## src/rtl/fs_pkg.sv

```systemverilog
package fs_pkg;
  localparam int unsigned BYTE_W = 8;
  localparam int unsigned CRC_W  = 16;
  localparam logic [BYTE_W-1:0] DELIM_B = 8'h7E;
  localparam logic [BYTE_W-1:0] ESC_B   = 8'h7D;
  localparam logic [BYTE_W-1:0] XMASK_B = 8'h20;
  localparam logic [BYTE_W-1:0] HDR_B   = 8'h00;
  localparam logic [CRC_W-1:0]  CRC_POLY = 16'h8408;
  localparam logic [CRC_W-1:0]  CRC_INIT = 16'hFFFF;

  typedef enum logic [2:0] {
    ST_IDLE,
    ST_HDR,
    ST_PAY,
    ST_CRC_LO,
    ST_CRC_HI,
    ST_CLOSE
  } fs_state_e;
endpackage

```

## src/rtl/fs_crc16.sv

```systemverilog
module fs_crc16 #(
  parameter int unsigned           DW   = fs_pkg::BYTE_W,
  parameter int unsigned           CW   = fs_pkg::CRC_W,
  parameter logic [CW-1:0]         POLY = fs_pkg::CRC_POLY,
  parameter logic [CW-1:0]         INIT = fs_pkg::CRC_INIT
) (
  input  logic          clk_i,
  input  logic          rst_ni,
  input  logic          init_i,
  input  logic          upd_i,
  input  logic [DW-1:0] data_i,
  output logic [CW-1:0] crc_o
);
  logic [CW-1:0] crc_q;
  logic [CW-1:0] chain [DW+1];

  // INIT is folded in when init_i and upd_i coincide
  assign chain[0] = (init_i ? INIT : crc_q) ^ {{(CW-DW){1'b0}}, data_i};

  for (genvar b = 0; b < DW; b++) begin : g_bit
    assign chain[b+1] = chain[b][0] ? ((chain[b] >> 1) ^ POLY) : (chain[b] >> 1);
  end

  always_ff @(posedge clk_i or negedge rst_ni) begin
    if (!rst_ni)     crc_q <= INIT;
    else if (upd_i)  crc_q <= chain[DW];
    else if (init_i) crc_q <= INIT;
  end

  assign crc_o = crc_q;
endmodule

```

## src/rtl/fs_seq.sv

```systemverilog
module fs_seq
  import fs_pkg::*;
#(
  parameter int unsigned DW = BYTE_W,
  parameter int unsigned CW = CRC_W
) (
  input  logic          clk_i,
  input  logic          rst_ni,
  input  logic          s_valid_i,
  input  logic [DW-1:0] s_data_i,
  input  logic          s_first_i,
  input  logic          s_last_i,
  output logic          s_ready_o,
  output logic          raw_valid_o,
  output logic [DW-1:0] raw_data_o,
  output logic          raw_delim_o,
  input  logic          raw_ready_i,
  input  logic [CW-1:0] crc_i,
  output logic          crc_init_o,
  output logic          crc_upd_o,
  output logic [DW-1:0] crc_data_o,
  output logic          done_o
);
  fs_state_e state_q, state_d;
  logic      take;
  logic      done_q;
  logic [CW-1:0] crc_inv;

  assign crc_inv = ~crc_i;
  assign take    = raw_valid_o && raw_ready_i;

  always_comb begin
    state_d     = state_q;
    raw_valid_o = 1'b0;
    raw_data_o  = HDR_B;
    raw_delim_o = 1'b0;
    s_ready_o   = 1'b0;
    crc_init_o  = 1'b0;
    crc_upd_o   = 1'b0;
    crc_data_o  = s_data_i;
    unique case (state_q)
      ST_IDLE: begin
        raw_valid_o = s_valid_i && s_first_i;
        raw_data_o  = DELIM_B;
        raw_delim_o = 1'b1;
        s_ready_o   = s_valid_i && !s_first_i;  // stray byte dropped
        if (take) begin
          crc_init_o = 1'b1;
          state_d    = ST_HDR;
        end
      end
      ST_HDR: begin
        raw_valid_o = 1'b1;
        raw_data_o  = HDR_B;
        crc_data_o  = HDR_B;
        if (take) begin
          crc_upd_o = 1'b1;
          state_d   = ST_PAY;
        end
      end
      ST_PAY: begin
        raw_valid_o = s_valid_i;
        raw_data_o  = s_data_i;
        s_ready_o   = raw_ready_i;
        if (take) begin
          crc_upd_o = 1'b1;
          if (s_last_i) state_d = ST_CRC_LO;
        end
      end
      ST_CRC_LO: begin
        raw_valid_o = 1'b1;
        raw_data_o  = crc_inv[DW-1:0];
        if (take) state_d = ST_CRC_HI;
      end
      ST_CRC_HI: begin
        raw_valid_o = 1'b1;
        raw_data_o  = crc_inv[CW-1:DW];
        if (take) state_d = ST_CLOSE;
      end
      ST_CLOSE: begin
        raw_valid_o = 1'b1;
        raw_data_o  = DELIM_B;
        raw_delim_o = 1'b1;
        if (take) state_d = ST_IDLE;
      end
      default: state_d = ST_IDLE;
    endcase
  end

  always_ff @(posedge clk_i or negedge rst_ni) begin
    if (!rst_ni) begin
      state_q <= ST_IDLE;
      done_q  <= 1'b0;
    end else begin
      state_q <= state_d;
      done_q  <= (state_q == ST_CLOSE) && take;
    end
  end

  assign done_o = done_q;
endmodule

```

## src/rtl/fs_stuff.sv

```systemverilog
module fs_stuff
  import fs_pkg::*;
#(
  parameter int unsigned DW = BYTE_W
) (
  input  logic          clk_i,
  input  logic          rst_ni,
  input  logic          raw_valid_i,
  input  logic [DW-1:0] raw_data_i,
  input  logic          raw_delim_i,
  output logic          raw_ready_o,
  output logic          m_valid_o,
  output logic [DW-1:0] m_data_o,
  input  logic          m_ready_i
);
  logic          pend_q;
  logic [DW-1:0] pend_byte_q;
  logic          hit;

  assign hit         = !raw_delim_i && (raw_data_i == DELIM_B || raw_data_i == ESC_B);
  assign raw_ready_o = !pend_q && m_ready_i;
  assign m_valid_o   = pend_q || raw_valid_i;
  assign m_data_o    = pend_q ? pend_byte_q : (hit ? ESC_B : raw_data_i);

  always_ff @(posedge clk_i or negedge rst_ni) begin
    if (!rst_ni) begin
      pend_q      <= 1'b0;
      pend_byte_q <= '0;
    end else if (pend_q) begin
      if (m_ready_i) pend_q <= 1'b0;
    end else if (raw_valid_i && raw_ready_o && hit) begin
      pend_q      <= 1'b1;
      pend_byte_q <= raw_data_i ^ XMASK_B;
    end
  end
endmodule

```

## src/rtl/frame_stuff_tx.sv

```systemverilog
module frame_stuff_tx
  import fs_pkg::*;
(
  input  logic             clk_i,
  input  logic             rst_ni,
  input  logic             s_valid_i,
  input  logic [BYTE_W-1:0] s_data_i,
  input  logic             s_first_i,
  input  logic             s_last_i,
  output logic             s_ready_o,
  output logic             m_valid_o,
  output logic [BYTE_W-1:0] m_data_o,
  input  logic             m_ready_i,
  output logic             frame_done_o
);
  logic              raw_valid, raw_delim, raw_ready;
  logic [BYTE_W-1:0] raw_data, crc_data;
  logic              crc_init, crc_upd;
  logic [CRC_W-1:0]  crc;

  fs_seq #(.DW(BYTE_W), .CW(CRC_W)) u_seq (
    .clk_i       (clk_i),
    .rst_ni      (rst_ni),
    .s_valid_i   (s_valid_i),
    .s_data_i    (s_data_i),
    .s_first_i   (s_first_i),
    .s_last_i    (s_last_i),
    .s_ready_o   (s_ready_o),
    .raw_valid_o (raw_valid),
    .raw_data_o  (raw_data),
    .raw_delim_o (raw_delim),
    .raw_ready_i (raw_ready),
    .crc_i       (crc),
    .crc_init_o  (crc_init),
    .crc_upd_o   (crc_upd),
    .crc_data_o  (crc_data),
    .done_o      (frame_done_o)
  );

  fs_crc16 #(.DW(BYTE_W), .CW(CRC_W), .POLY(CRC_POLY), .INIT(CRC_INIT)) u_crc (
    .clk_i  (clk_i),
    .rst_ni (rst_ni),
    .init_i (crc_init),
    .upd_i  (crc_upd),
    .data_i (crc_data),
    .crc_o  (crc)
  );

  fs_stuff #(.DW(BYTE_W)) u_stuff (
    .clk_i       (clk_i),
    .rst_ni      (rst_ni),
    .raw_valid_i (raw_valid),
    .raw_data_i  (raw_data),
    .raw_delim_i (raw_delim),
    .raw_ready_o (raw_ready),
    .m_valid_o   (m_valid_o),
    .m_data_o    (m_data_o),
    .m_ready_i   (m_ready_i)
  );
endmodule

```

## config.mk

```make
export PLATFORM = sky130hd
export DESIGN_NAME = frame_stuff_tx
export DESIGN_NICKNAME = d
export VERILOG_FILES = /design/src/rtl/fs_pkg.sv /design/src/rtl/fs_crc16.sv /design/src/rtl/fs_seq.sv /design/src/rtl/fs_stuff.sv /design/src/rtl/frame_stuff_tx.sv
export SDC_FILE = /design/constraint.sdc
export NUM_CORES = 1
export LEC_CHECK = 0
export ABC_AREA = 1
export BUFFER_PORTS_ARGS = -buffer_cell sky130_fd_sc_hd__buf_2
export CAP_MARGIN = 20
export CORE_MARGIN = 2
export CORE_UTILIZATION = 40
export CTS_CLUSTER_SIZE = 14
export DETAILED_ROUTE_END_ITERATION = 12
export PLACE_DENSITY = 0.69
export SLEW_MARGIN = 10
export SYNTH_ARGS = -nofsm -noshare
export SYNTH_HDL_FRONTEND = slang
export SYNTH_SLANG_ARGS = --single-unit
```

## constraint.sdc

```tcl
create_clock -name clk_i -period 2.3 [get_ports clk_i]
set_clock_uncertainty 0.1 [all_clocks]
set_input_delay 0.23 -clock clk_i [delete_from_list [all_inputs] [get_ports clk_i]]
set_output_delay 0.23 -clock clk_i [all_outputs]
set_load 0.01 [all_outputs]
```

==> results of run 1 <==
## logic make-up (layout without fill, tap and decap cells)
group           count (synthesis)  count (layout)  synth area share
compound gates                 38              38            0.0967
simple gates                  198             200             0.407
xor+xnor                        2               2            0.0117
flops                          29              29             0.349
buf+inv                        71             133             0.135
## worst max-delay path, cell delays in order, from the launching register on
cell and delay, ns:
dfrtp_2 0.46, buf_6 0.14, nand3_4 0.09, nand2_4 0.09, buf_6 0.12, a21oi_2 0.10
nand3_2 0.12, xnor2_2 0.27, nand2_2 0.10, a21oi_2 0.13, buf_2 0.14
## final timing paths
kind / startpoint / end / slack [ns] / cells past startpoint
max reg2reg: u_seq.state_q[0] / u_stuff.pend_byte_q[0] / 0.03 / 15
max: u_seq.state_q[2] / m_data_o[0] / -0.08 / 10
max in group asynchronous: rst_ni / u_seq.state_q[0] / 1.24 / 2
min: m_ready_i / u_stuff.pend_q / 0.01 / 2
min in group asynchronous: rst_ni / u_seq.done_o / 0.40 / 2
min reg2reg: u_stuff.pend_byte_q[6] / u_stuff.pend_byte_q[6] / 0.35 / 2
## power by group
part           internal, mW  leakage, nW  switching [mW]
registers             0.766        0.321          0.0987
logic                  1.12         1.27            1.69
clock network         0.270       0.0542           0.212
total                  2.15         1.64            2.00
## per-stage QoR
stage / total power, mW / hold slack [ns] / utilization
after floorplan: 2.42 / -0.166 / -
after global placement: 2.92 / 0.203 / 0.458
after detailed placement: 2.96 / 0.207 / 0.458
after CTS: 3.78 / 0.0326 / 0.519
after global routing: 4.55 / 0.0244 / 0.551
final: 4.16 / 0.0143 / 0.551
## cell type report
| type | count | share of cell area |
|---|---|---|
| Inverter | 64 | 0.0884 |
| Clock inverter | 1 | 0.00177 |
| Tap cell | 70 | 0.0309 |
| Timing Repair Buffer | 61 | 0.147 |
| Clock buffer | 7 | 0.0340 |
| Sequential cell | 29 | 0.265 |
| Multi-Input combinational cell | 240 | 0.433 |
## timing repair
action	in CTS	in global routing
hold endpoints to repair	13	0
hold buffers	1	0
setup endpoints to repair	2	26
gates cloned	0	2
setup buffers	20	8
pin swaps	9	12
gates resized for setup	16	21
## synthesized netlist by cell type (2+ instances only)
cell,count
buf_2,3
nor2_1,9
dfstp_2,16
nand4_1,3
nand2_2,5
o21ai_0,22
a21oi_1,8
dfrtp_1,13
o21ai_1,2
inv_2,6
a21oi_2,2
nand2_1,138
nand3_2,3
buf_6,2
nand3_1,33
inv_1,58
## state kept, by name (all words and copies together), names as in the netlist
signal,flops
u_seq.state_q,3
u_stuff.pend_byte_q,8
u_seq.done_o,1
u_crc.crc_o,16
u_stuff.pend_q,1
## layer usage
layer | part of all wire | track usage | vias up
met5 | 0 | 0 | -
met4 | 0.033 | 0.100 | 0
met3 | 0.070 | 0.0541 | 23
met2 | 0.47 | 0.327 | 98
met1 | 0.42 | 0.261 | 1073
li1 | - | - | 1182
==> out/metrics.cfg, run 1 <==
[timing]
drv_slew=0
post-route-period-util=1.04
tns_ns=-0.141
setup_viol=2
finalCriticalPeriod_ns=2.38
clock.fmax_mhz=420
worst_slew_pin_slew_ns=0.671
max_slew_margin=0.553
setup_slack_ns=-0.0820
rsz0062_at_grt=true
report.final.hold_viol_count=0

[die]
die_w_um=77.1
initial_core_util=0.415
num_rows=26
die_area_um2=5940
io_pins=25
core-area_um2=5140
die_y_um=77.1

[worst_setup_path]
start_kind=flip-flop
worst-path-max-fanout=7
cp.required_ns=1.97
cp.arrival_ns=2.05
end_kind=output port
worstSetupPathType=reg2out

[yosys]
yosys_register_bits=29
synth_area_per_cell_um2=6.32
synth_ff_type=dfstp_2
synth-async-reset-ratio=1.00
synth_cells=338
yosysTopAreaCell=nand2_1
synth_area_leaders=nand2_1 (24%), dfstp_2 (20%), dfrtp_1 (15%), inv_1 (10%), nand3_1 (7.7%)
synth_warnings=0
synth_area_um2=2130
yosysTopAreaCellShare=0.243
yosysUniqueCellTypes=31
synth_fp_nets=352
yosysSeqAreaShare=0.349
synth-edff-count=0

[placed_design]
post_dp_cell_area_um2=2350
dp_cells=433
gp_congestion=0.920
port_buffers=24
dp_hpwl_mm=4.07
dp_slack_ns=0.172

[drt]
drc_errors=0
wl_mm=6.17
num_vias=2376
dr.pass1.iters=5
drt_iter0_drc=203
viasPerCell=5.03
wire_per_inst_um=13.1
drtAntennaViolNets=0

[finish]
fin_cells=472
area_delta_synth_final_pct=32.6
drive_gt1_frac=0.313
layout_common_cells=nand2_1 (133), inv_1 (57), buf_4 (32)
layout_commonest_cell=nand2_1
design_area_um2=2830
multiInputGateArea_um2=1230
nets=415
regArea_um2=749
diodes=0
fillCellCount=496

[worst_hold_path]
hp-class=in2reg

[power_and_ir_drop]
p_leak_nw=1.64
power.density_nw_per_um2=1470
peakVddDrop_mv=0.568

[cts]
h-tree-depth=2
cts-root-buf=clkbuf_8
cts_tree=yes
clk_latency_ns=0.29
cts_sinks=29
ctsLongestPathBuffers=2
cts_buffers=5
cts.reportedPaths.clkPinSlew_ns=0.07

[global_route]
grt.overflow.total=0
antenna_found_initial=0
grt_pass1_vias=2158
grt_usage=0.207
grt_first_pass_wirelength_mm=9.76
grt_max_degree=30

[run_status]
violations=negative setup slack
status=complete, but fails checks

[run]
cap_violations=0

Note: power is estimated with default switching activity, not from simulation.
==> run 2: changes to the inputs <==
SKIP_CTS_REPAIR_TIMING = 1   (was unset)
==> run 2 against run 1 <==
The flow still finishes with violations (negative setup slack). Sequential power shrank 0.5%. Sequential cell count is the same. Worst hold slack gained 0.025 ns. Register-to-register slack gained 0.16 ns. Combinational power shrank 11%. Die area is the same. Non-clock buffer count shrank 19. Critical endpoint unchanged. Largest power group unchanged.
==> out/metrics.cfg, run 2 (synthesized netlist as in run 1, its figures left out) <==
[finish]
largest_reg_flops=16
diodes=0
nets=395
layout_common_cells=nand2_1 (134), inv_1 (57), nand3_1 (29)
fin_cells=452
drive_gt1_frac=0.280
design_area_um2=2660
layout_commonest_cell=nand2_1
area_delta_synth_final_pct=24.6

[power_and_ir_drop]
power.switching_mw=1.87
swShare=0.488
intPower_mw=1.96
power.density_nw_per_um2=1440
seq_power_share=0.225
clock_power_share=0.124
peakVddDrop_mv=0.570
comb_power_share=0.650
p_leak_nw=1.57

[worst_setup_path]
worst-path-max-fanout=7
worstSetupPathType=reg2out
cp.required_ns=1.97
cp.arrival_ns=2.05
end_kind=output port
start_kind=flip-flop
worst-r2r-setup-slack_ns=0.19

[cts]
clk_latency_ns=0.29
ctsLongestPathBuffers=2
cts_sinks=29
cts-root-buf=clkbuf_8
cts_tree=yes
cts_buffers=5
cts.reportedPaths.clkPinSlew_ns=0.07
h-tree-depth=2

[drt]
wl_met1_mm=2.48
drc_errors=0
drtAntennaViolNets=0
num_vias=2211
wire_per_inst_um=12.4
viasPerCell=4.89
met3WireLength_um=386
highest_layer=met4
dr.pass1.iters=5
drt_iter0_drc=119
wl_mm=5.60
wl_met2_mm=2.63

[placed_design]
dp_cells=433
gp_congestion=0.920
port_buffers=24
dp_hpwl_mm=4.07
post_dp_cell_area_um2=2350

[run_status]
violations=negative setup slack
status=complete, but fails checks

[timing]
clock.fmax_mhz=420
drv_slew=0
post-route-period-util=1.03
report.final.hold_viol_count=0
max_slew_margin=0.557
rsz0062_at_grt=true
worst_slew_pin_slew_ns=0.665
finalCriticalPeriod_ns=2.38
setup_slack_ns=-0.0804
setup_viol=2

[die]
die_area_um2=5940
die_y_um=77.1
io_pins=25
initial_core_util=0.415
core-area_um2=5140
die_w_um=77.1
num_rows=26

[global_route]
grt_first_pass_wirelength_mm=9.15
grt.overflow.total=0
grt_usage=0.194
grt_max_degree=30
grt_pass1_vias=1989
antenna_found_initial=0

[run]
cap_violations=0

[worst_hold_path]
hp-class=in2reg

## run 2: cell types whose count changed in the layout (fill, tap and decap cells not counted), sizes merged
cell   previous run  this run
nand4             7         6
buf              60        41
## run 2: cell type report
class                           instances  area [µm²]
Clock buffer                            7        96.3
Clock inverter                          1        5.00
Fill cell                             522        2480
Inverter                               64         253
Multi-Input combinational cell        239        1210
Sequential cell                        29         749
Tap cell                               70        87.6
Timing Repair Buffer                   42         258
## run 2: layer usage
metal  vias up  GRT usage
met2        67      0.308
met4         0     0.0768
li1       1136          -
met5         -          0
met1       993      0.253
met3        15     0.0506
## run 2: worst paths after layout
| kind | startpoint | endpoint | cells past startpoint |
|---|---|---|---|
| min reg2reg | u_stuff.pend_byte_q[6] | u_stuff.pend_byte_q[6] | 2 |
| min in group asynchronous | rst_ni | u_seq.done_o | 2 |
| min | m_ready_i | u_stuff.pend_q | 2 |
| max reg2reg | u_seq.state_q[2] | u_crc.crc_o[7] | 12 |
| max | u_seq.state_q[2] | m_data_o[0] | 10 |
| max in group asynchronous | rst_ni | u_seq.state_q[0] | 2 |
## run 2: per-stage QoR
step	util	worst slack (ns)	TNS, ns	hold slack [ns]	power (mW)
final	0.518	-0.0804	-0.118	0.0394	3.82
after global placement	0.458	0.238	0	0.203	2.92
after CTS	0.478	-0.145	-0.261	-0.111	3.46
after global routing	0.518	-0.220	-0.419	0.0551	4.23
after floorplan	-	0.378	0	-0.166	2.42
after detailed placement	0.458	0.172	0	0.207	2.96
## run 2: critical path, stage by stage, from the launching register on
cell and delay [ns]:
dfrtp_2 0.44, buf_4 0.15, nand3_2 0.10, nand2_4 0.09, buf_4 0.14, a21oi_2 0.11, nand3_2 0.15, xnor2_4 0.24
nand2_4 0.08, a21oi_2 0.12, buf_2 0.14
## run 2: power by group through the flow
| stage | Combinational, mW | Sequential (mW) | Clock [mW] |
|---|---|---|---|
| 2_1_floorplan | 1.59 | 0.830 | 0 |
| 3_3_place_gp | 2.08 | 0.840 | 0 |
| 3_5_place_dp | 2.11 | 0.846 | 0 |
| 4_1_cts | 2.13 | 0.836 | 0.493 |
| 5_1_grt | 2.83 | 0.879 | 0.520 |
| 6_report | 2.49 | 0.861 | 0.476 |
